**src/rtl/occ_mon_pkg.sv**
```systemverilog
package occ_mon_pkg;
  // Word addresses decoded by the host driver; the offsets are part of the contract.
  localparam int unsigned A_LIVE0   = 0;  // also the clear address on write
  localparam int unsigned A_LIVE1   = 1;
  localparam int unsigned A_PEAK0   = 2;
  localparam int unsigned A_PEAK1   = 3;
  localparam int unsigned A_FLAGS   = 4;
  localparam int unsigned A_SCRATCH = 7;
  localparam int unsigned MAX_BANDS = 2;
endpackage

```
**src/rtl/occ_band_track.sv**
```systemverilog
module occ_band_track #(
  parameter int OCC_W = 16
) (
  input  logic             clk,
  input  logic             rst,
  input  logic             clr,
  input  logic [OCC_W-1:0] lvl,
  input  logic             ovf,
  output logic [OCC_W-1:0] peak,
  output logic             flag
);
  always_ff @(posedge clk) begin
    if (rst) begin
      peak <= '0;
      flag <= 1'b0;
    end else if (clr) begin
      peak <= lvl;
      flag <= ovf;
    end else begin
      if (lvl > peak) peak <= lvl;
      if (ovf) flag <= 1'b1;
    end
  end
endmodule

```
**src/rtl/occ_regfile.sv**
```systemverilog
module occ_regfile
  import occ_mon_pkg::*;
#(
  parameter int ADDR_W = 3,
  parameter int DATA_W = 32,
  parameter int OCC_W  = 16
) (
  input  logic              clk,
  input  logic              rst,
  input  logic [OCC_W-1:0]  lvl0,
  input  logic [OCC_W-1:0]  lvl1,
  input  logic [OCC_W-1:0]  peak0,
  input  logic [OCC_W-1:0]  peak1,
  input  logic [1:0]        flags,
  input  logic [ADDR_W-1:0] addr,
  input  logic              rd,
  input  logic              wr,
  input  logic [DATA_W-1:0] wdata,
  output logic [DATA_W-1:0] rdata,
  output logic              rvalid,
  output logic              clr
);
  localparam int PAD = DATA_W - OCC_W;

  logic [DATA_W-1:0] scratch_q;
  logic [DATA_W-1:0] sel_data;

  assign clr = wr && (addr == ADDR_W'(A_LIVE0));

  always_comb begin
    sel_data = '0;
    case (addr)
      ADDR_W'(A_LIVE0):   sel_data = {{PAD{1'b0}}, lvl0};
      ADDR_W'(A_LIVE1):   sel_data = {{PAD{1'b0}}, lvl1};
      ADDR_W'(A_PEAK0):   sel_data = {{PAD{1'b0}}, peak0};
      ADDR_W'(A_PEAK1):   sel_data = {{PAD{1'b0}}, peak1};
      ADDR_W'(A_FLAGS):   sel_data = {{(DATA_W-2){1'b0}}, flags};
      ADDR_W'(A_SCRATCH): sel_data = scratch_q;
      default:            sel_data = '0;
    endcase
  end

  always_ff @(posedge clk) begin
    if (rst) begin
      rdata     <= '0;
      rvalid    <= 1'b0;
      scratch_q <= '0;
    end else begin
      rvalid <= rd;
      if (rd) rdata <= sel_data;
      if (wr && (addr == ADDR_W'(A_SCRATCH))) scratch_q <= wdata;
    end
  end
endmodule

```
**src/rtl/occ_mon_top.sv**
```systemverilog
module occ_mon_top
  import occ_mon_pkg::*;
#(
  parameter int NUM_BANDS = 2,
  parameter int OCC_W     = 16,
  parameter int DATA_W    = 32,
  parameter int ADDR_W    = 3
) (
  input  logic              clk,
  input  logic              rst,
  input  logic [OCC_W-1:0]  lvl_b0,
  input  logic [OCC_W-1:0]  lvl_b1,
  input  logic              ovf_b0,
  input  logic              ovf_b1,
  input  logic [ADDR_W-1:0] reg_addr,
  input  logic              reg_rd,
  input  logic              reg_wr,
  input  logic [DATA_W-1:0] reg_wdata,
  output logic [DATA_W-1:0] reg_rdata,
  output logic              reg_rvalid
);
  logic [OCC_W-1:0] lvl_in  [MAX_BANDS];
  logic [OCC_W-1:0] lvl_v   [MAX_BANDS];
  logic [OCC_W-1:0] peak_v  [MAX_BANDS];
  logic [MAX_BANDS-1:0] ovf_in;
  logic [MAX_BANDS-1:0] flag_v;
  logic clr_all;

  assign lvl_in[0] = lvl_b0;
  assign lvl_in[1] = lvl_b1;
  assign ovf_in    = {ovf_b1, ovf_b0};

  for (genvar b = 0; b < MAX_BANDS; b++) begin : g_band
    if (b < NUM_BANDS) begin : g_on
      assign lvl_v[b] = lvl_in[b];
      occ_band_track #(.OCC_W(OCC_W)) u_trk (
        .clk  (clk),
        .rst  (rst),
        .clr  (clr_all),
        .lvl  (lvl_in[b]),
        .ovf  (ovf_in[b]),
        .peak (peak_v[b]),
        .flag (flag_v[b])
      );
    end else begin : g_off
      assign lvl_v[b]  = '0;
      assign peak_v[b] = '0;
      assign flag_v[b] = 1'b0;
    end
  end

  occ_regfile #(.ADDR_W(ADDR_W), .DATA_W(DATA_W), .OCC_W(OCC_W)) u_regs (
    .clk    (clk),
    .rst    (rst),
    .lvl0   (lvl_v[0]),
    .lvl1   (lvl_v[1]),
    .peak0  (peak_v[0]),
    .peak1  (peak_v[1]),
    .flags  (flag_v),
    .addr   (reg_addr),
    .rd     (reg_rd),
    .wr     (reg_wr),
    .wdata  (reg_wdata),
    .rdata  (reg_rdata),
    .rvalid (reg_rvalid),
    .clr    (clr_all)
  );
endmodule

```
**config.mk**
```make
export PLATFORM = sky130hd
export DESIGN_NAME = occ_mon_top
export DESIGN_NICKNAME = d
export VERILOG_FILES = /design/src/rtl/occ_mon_pkg.sv /design/src/rtl/occ_band_track.sv /design/src/rtl/occ_regfile.sv /design/src/rtl/occ_mon_top.sv
export SDC_FILE = /design/constraint.sdc
export NUM_CORES = 1
export LEC_CHECK = 0
export ABC_AREA = 1
export BUFFER_PORTS_ARGS = -buffer_cell sky130_fd_sc_hd__buf_2
export CELL_PAD_IN_SITES_DETAIL_PLACEMENT = 0
export CELL_PAD_IN_SITES_GLOBAL_PLACEMENT = 1
export CORE_MARGIN = 1.5
export CORE_UTILIZATION = 42
export CTS_BUF_LIST = sky130_fd_sc_hd__clkbuf_8 sky130_fd_sc_hd__clkbuf_16
export DETAILED_ROUTE_END_ITERATION = 10
export GPL_TIMING_DRIVEN = 0
export PLACE_DENSITY = 0.82
export SETUP_SLACK_MARGIN = 0.1
export SYNTH_ARGS = -nofsm -noshare
export SYNTH_HDL_FRONTEND = slang
export SYNTH_HIERARCHICAL = 1
export SYNTH_SLANG_ARGS = --single-unit
export TNS_END_PERCENT = 1
```
**constraint.sdc**
```tcl
create_clock -name clk -period 4.9 [get_ports clk]
set_input_delay 0.245 -clock clk [delete_from_list [all_inputs] [get_ports clk]]
set_output_delay 0.245 -clock clk [all_outputs]
set_load 0.01 [all_outputs]
```
# Word-level counts from Yosys, hierarchy flattened
# Index checks and enable logic that the tools add are counted.
# W data, S select, Z words.
[word_totals] register_bits=99 in_bits=73
[classes] n_lt_le_gt_ge=2 reduce_logical=7 n_eq_ne=5 mux=9
[ops] operator="$pmux W32 S6" count=1
[ops] operator="$mux W16" count=4
[ops] operator="$gt A16 B16 Y1" count=2
[ops] operator="$reduce_bool A2 Y1" count=4
[ops] operator="$eq A3 B2 Y1 const B" count=2
[ops] operator="$eq A3 B3 Y1 const B" count=2
[ops] operator="$mux W1" count=4
[ops] operator="$eq A3 B1 Y1 const B" count=1
[ops] operator="$logic_not A3 Y1" count=1
[ops] operator="$logic_and A1 B1 Y1" count=2

# Logic depth before layout (Yosys ltp)
[depth] ltp_word=3 ltp_mapped=16

# Hierarchy
# The synthesis kept the hierarchy.
[by_module_without_submodules] mod="occ_regfile" cells_each=451 instances=1 area_per_inst_um2=3002.9
[by_module_without_submodules] mod="occ_band_track" cells_each=164 instances=2 area_per_inst_um2=1126.1

# Least setup slack after synthesis
# No wires, ideal clock.
[synth_path] path_type="input -> register" from="in reg_addr[0]" to="reg g_band[0].g_on.u_trk.peak[10]" cell_stages=9 arrival_ps=1473 path_slack_ps=3363 path_cell_list="buf_2 > nor2_2 > buf_4 > and3_1 > inv_1 > buf_1 > nand3_1 > nand2_1 > nor2_1"
[synth_between] elab_chain_cells=3
[synth_lines] element="start: declaration" line_no="occ_mon_top.sv:15" source="input logic [ADDR_W-1:0] reg_addr,"
[synth_lines] element="$logic_not A3 Y1 *" line_no="occ_regfile.sv:28" source="assign clr = wr && (addr == ADDR_W'(A_LIVE0));"
[synth_lines] element="$logic_and A1 B1 Y1 *" line_no="occ_regfile.sv:28"
[synth_lines] element="net clr_all" line_no="occ_mon_top.sv:27" source="logic clr_all;"
[synth_lines] element="$mux W16 / $reduce_bool A2 Y1 (equally long branches)"
[synth_lines] element="end signal: assignment" line_no="occ_band_track.sv:17" source="peak <= lvl;"
[synth_lines] element="end signal: assignment" line_no="occ_band_track.sv:20" source="if (lvl > peak) peak <= lvl;"
[synth_lines] element="end: declaration" line_no="occ_band_track.sv:9" source="output logic [OCC_W-1:0] peak,"
# The timed path passes the listed nets; every way through them passes the cells marked *.
# A chain may end at the register's enable or synchronous reset.

# Worst setup path in the final report
[layout_path] from="in reg_addr[0]" to="reg g_band[1].g_on.u_trk.peak[13]"
[layout_between] elab_chain_cells=3
[layout_lines] element="$logic_not A3 Y1 *" line_no="occ_regfile.sv:28"
[layout_lines] element="$logic_and A1 B1 Y1 *" line_no="occ_regfile.sv:28"
[layout_lines] element="net clr_all" line_no="occ_mon_top.sv:27"
[layout_lines] element="$mux W16 / $reduce_bool A2 Y1 (equally long branches)"
[layout_lines] element="end signal: assignment" line_no="occ_band_track.sv:17"
[layout_lines] element="end signal: assignment" line_no="occ_band_track.sv:20"
[layout_lines] element="end: declaration" line_no="occ_band_track.sv:9"
# Marked as above.

==> impl_results.rst <==
.. list-table::
   :header-rows: 1

   * - Metric
     - Value
   * - Normalized max-slew margin
     - 65.2%
   * - Total placed cells including tap cells
     - 1051
   * - Largest area contributor in the netlist
     - sky130_fd_sc_hd__dfxtp_1
   * - Clock Path Buffers
     - 2
   * - Total number of vias
     - 5312
   * - Finish-stage setup viols
     - 0
   * - Clock root buffer master
     - sky130_fd_sc_hd__clkbuf_16
   * - Worst-Skew Late Latency
     - 350 ps
   * - Post-Syn Instances
     - 779
   * - Overall die width
     - 115 µm
   * - Final hold violation count
     - 0
   * - Classification of the worst-slack hold path
     - input port to flip-flop
   * - Max Slew Vio Count
     - 0
   * - Most common library cell in the layout ignoring fill and taps
     - sky130_fd_sc_hd__nand2_1
   * - DRC errors left
     - 0
   * - Biggest fanout along the worst timing path
     - 10
   * - Startpoint Class
     - input port
   * - Final sum of negative setup slack
     - 0 ps
   * - FMAX
     - 538 MHz
   * - Synthesized net count
     - 884
   * - Final clock skew
     - 5.50 ps
   * - Clk sinks
     - 99
   * - Global router's overall resource usage
     - 23.9%
   * - WL per Instance
     - 14.4 µm
   * - Share of the yosys chip area belonging to registers
     - 37.7%
   * - Area share of the largest cell type after synthesis
     - 37.7%
   * - Maximum vdd ir drop
     - 0.143 mV
   * - Placement Rows
     - 40
   * - Sum of overflow across all layers after global routing
     - 0
   * - Detailed-routing iteration count for the pre-antenna-repair pass
     - 4
   * - Syn. warnings
     - 6
   * - FF+latch count, synth
     - 99
   * - Post_cts resized
     - 0
   * - Unique cell type count in the Yosys netlist
     - 24
   * - Required time of the critical path
     - 5190 ps
   * - Wire length of the first global-routing pass
     - 24.3 mm
   * - Fraction of final layout cells sized beyond drive strength 1
     - 17.4%
   * - Post-DP HPWL
     - 12.1 mm
   * - Die outline height
     - 115 µm
   * - Number of fill cells
     - 1315
   * - Drt initial violations
     - 357
   * - Unrepaired setup endpoints after global routing
     - false
   * - Count of input and output buffers
     - 104
   * - Number of cells traversed by the worst register-to-register path
     - 11
   * - Post-layout min period
     - 1860 ps
   * - Type of the setup path with the least slack
     - input port to flip-flop
   * - Worst Max-Slew Pin Slew
     - 522 ps
   * - Run status
     - finished clean
   * - Total detailed-routing wirelength
     - 15.4 mm
   * - Worst hold path cell count
     - 3
   * - H-tree lvl count
     - 3
   * - Max capacitance violation total
     - 0
   * - Fin crit share
     - 38.0%
   * - I/O Pins
     - 106
   * - Number of antenna violations at the first check in global routing
     - 0
   * - # diodes
     - 0
   * - CP arrival
     - 2150 ps
   * - Highest-count cells in the layout ignoring fill and taps
     - sky130_fd_sc_hd__nand2_1, sky130_fd_sc_hd__nor2_1, sky130_fd_sc_hd__buf_2
   * - Count of hold buffers inserted by post-cts repair
     - 0
   * - Total Die Area
     - 13200 µm²
   * - # nets final
     - 999
   * - Count of antenna-violating nets left after detailed routing
     - 0
   * - Number of buffers added by the clock tree synthesis step
     - 9
   * - Post-synthesis cell area
     - 5260 µm²
   * - RePlAce Congestion
     - 0.881
   * - Power density over the cells
     - 347 nW/µm²
   * - Leakage power summed over all cells
     - 2.95 nW
   * - Starting density of the core
     - 43.4%
   * - CTS tree
     - built
   * - Dominant cells by area after synthesis
     - sky130_fd_sc_hd__dfxtp_1, sky130_fd_sc_hd__nand2_1, sky130_fd_sc_hd__nor2_1, sky130_fd_sc_hd__ha_1, sky130_fd_sc_hd__a21oi_1
   * - Element type at the critical path end
     - flip-flop
   * - Maximum number of pins on one net before global-route repair
     - 16
   * - Post-CTS repair timing setup buffer count
     - 0
   * - Vias in the first global route
     - 4827
   * - Post-Syn Area per Cell
     - 6.75 µm²
   * - Reg clk slew, reported paths
     - 70 ps
   * - Number of vias per cell after detailed routing
     - 4.99
   * - Number of cells in the finished layout apart from fillers
     - 1065
   * - Standard cell core area
     - 12100 µm²
   * - Area delta synth->final
     - 19.3%
==> cells in the mapped netlist, drive strengths merged <==
master and instances:
inv 67, and2 9, clkinv 1, nand4 5, nor2 133, nor3 2, ha 32, o21ai 61
clkbuf 16, nand3 76, and3 1, a21oi 78, buf 29, a21o 2, dfxtp 99, nand2 168
==> layer usage <==
metal / up-vias / global-route usage (%) / routed length, µm
met5: - / 0 / 0
met4: 0 / 8.56 / 280
met3: 17 / 3.37 / 807
met2: 137 / 36.0 / 6610
met1: 2422 / 34.9 / 7670
li1: 2736 / - / -
==> sequential cells by signal, indices dropped and copies added, names as in the netlist <==
| name | flops |
|---|---|
| g_band.g_on.u_trk/flag | 2 |
| g_band.g_on.u_trk/peak | 32 |
| u_regs/rdata | 32 |
| u_regs/rvalid | 1 |
| u_regs/scratch_q | 32 |
==> critical path: stages <==
cell and delay, ps:
sky130_fd_sc_hd__buf_2 120, sky130_fd_sc_hd__buf_2 180, sky130_fd_sc_hd__nor2_2 370, sky130_fd_sc_hd__buf_4 250, sky130_fd_sc_hd__and3_1 250, sky130_fd_sc_hd__inv_1 130, sky130_fd_sc_hd__buf_1 270, sky130_fd_sc_hd__nand3_1 170
sky130_fd_sc_hd__nand2_1 60, sky130_fd_sc_hd__nor2_1 90
==> power breakdown <==
group,internal [W],switching [W]
Clock,0.000390,0.000309
Combinational,0.000215,0.000334
Sequential,0.000881,0.0000443
Total,0.00149,0.000687
==> metrics by stage <==
step / total power (W) / cell area (µm²) / hold slack (ps) / utilization [%] / setup slack [ps]
2_1_floorplan: 0.00132 / 5260 / 317 / - / 3360
3_3_place_gp: 0.00148 / 5990 / 448 / 49.4 / 2760
3_5_place_dp: 0.00149 / 5990 / 451 / 49.4 / 2740
4_1_cts: 0.00219 / 6270 / 97.4 / 51.7 / 3050
5_1_grt: 0.00231 / 6270 / 104 / 51.7 / 2840
6_report: 0.00217 / 6270 / 107 / 51.7 / 3040
==> area by class of cell <==
cell class / count / area [µm²] / share of cell area (%)
plain buffers: 45 / 250 / 3.99
clock buffers: 9 / 225 / 3.59
clock inverters: 5 / 56.3 / 0.898
inverters: 68 / 255 / 4.07
multi-input cells: 567 / 2770 / 44.2
flip-flops and latches: 99 / 1980 / 31.6
well taps: 168 / 210 / 3.35
repair buffers: 104 / 520 / 8.31
==> worst paths after layout <==
| path | startpoint | end | slack, ps |
|---|---|---|---|
| setup reg to reg | g_band[1].g_on.u_trk/peak[15]$_SDFFE_PP0P_ | g_band[1].g_on.u_trk/peak[13]$_SDFFE_PP0P_ | 3060 |
| setup / recovery | reg_addr[0] | g_band[1].g_on.u_trk/peak[13]$_SDFFE_PP0P_ | 3040 |
| hold / removal | ovf_b1 | g_band[1].g_on.u_trk/flag$_SDFFE_PP0P_ | 110 |
| hold reg to reg | u_regs/rdata[8]$_SDFFE_PP0P_ | u_regs/rdata[8]$_SDFFE_PP0P_ | 460 |
==> cell families after synthesis <==
| logic type | count (synthesis) | synth area share [%] |
|---|---|---|
| AO/OA/AOI/OAI | 141 | 13.5 |
| flip-flops | 99 | 37.7 |
| adder cells (fa/ha/maj) | 32 | 7.62 |
| buffers and inverters | 113 | 9.62 |
| AND/OR/NAND/NOR | 394 | 31.5 |
Power figures use the tool's default switching activity.
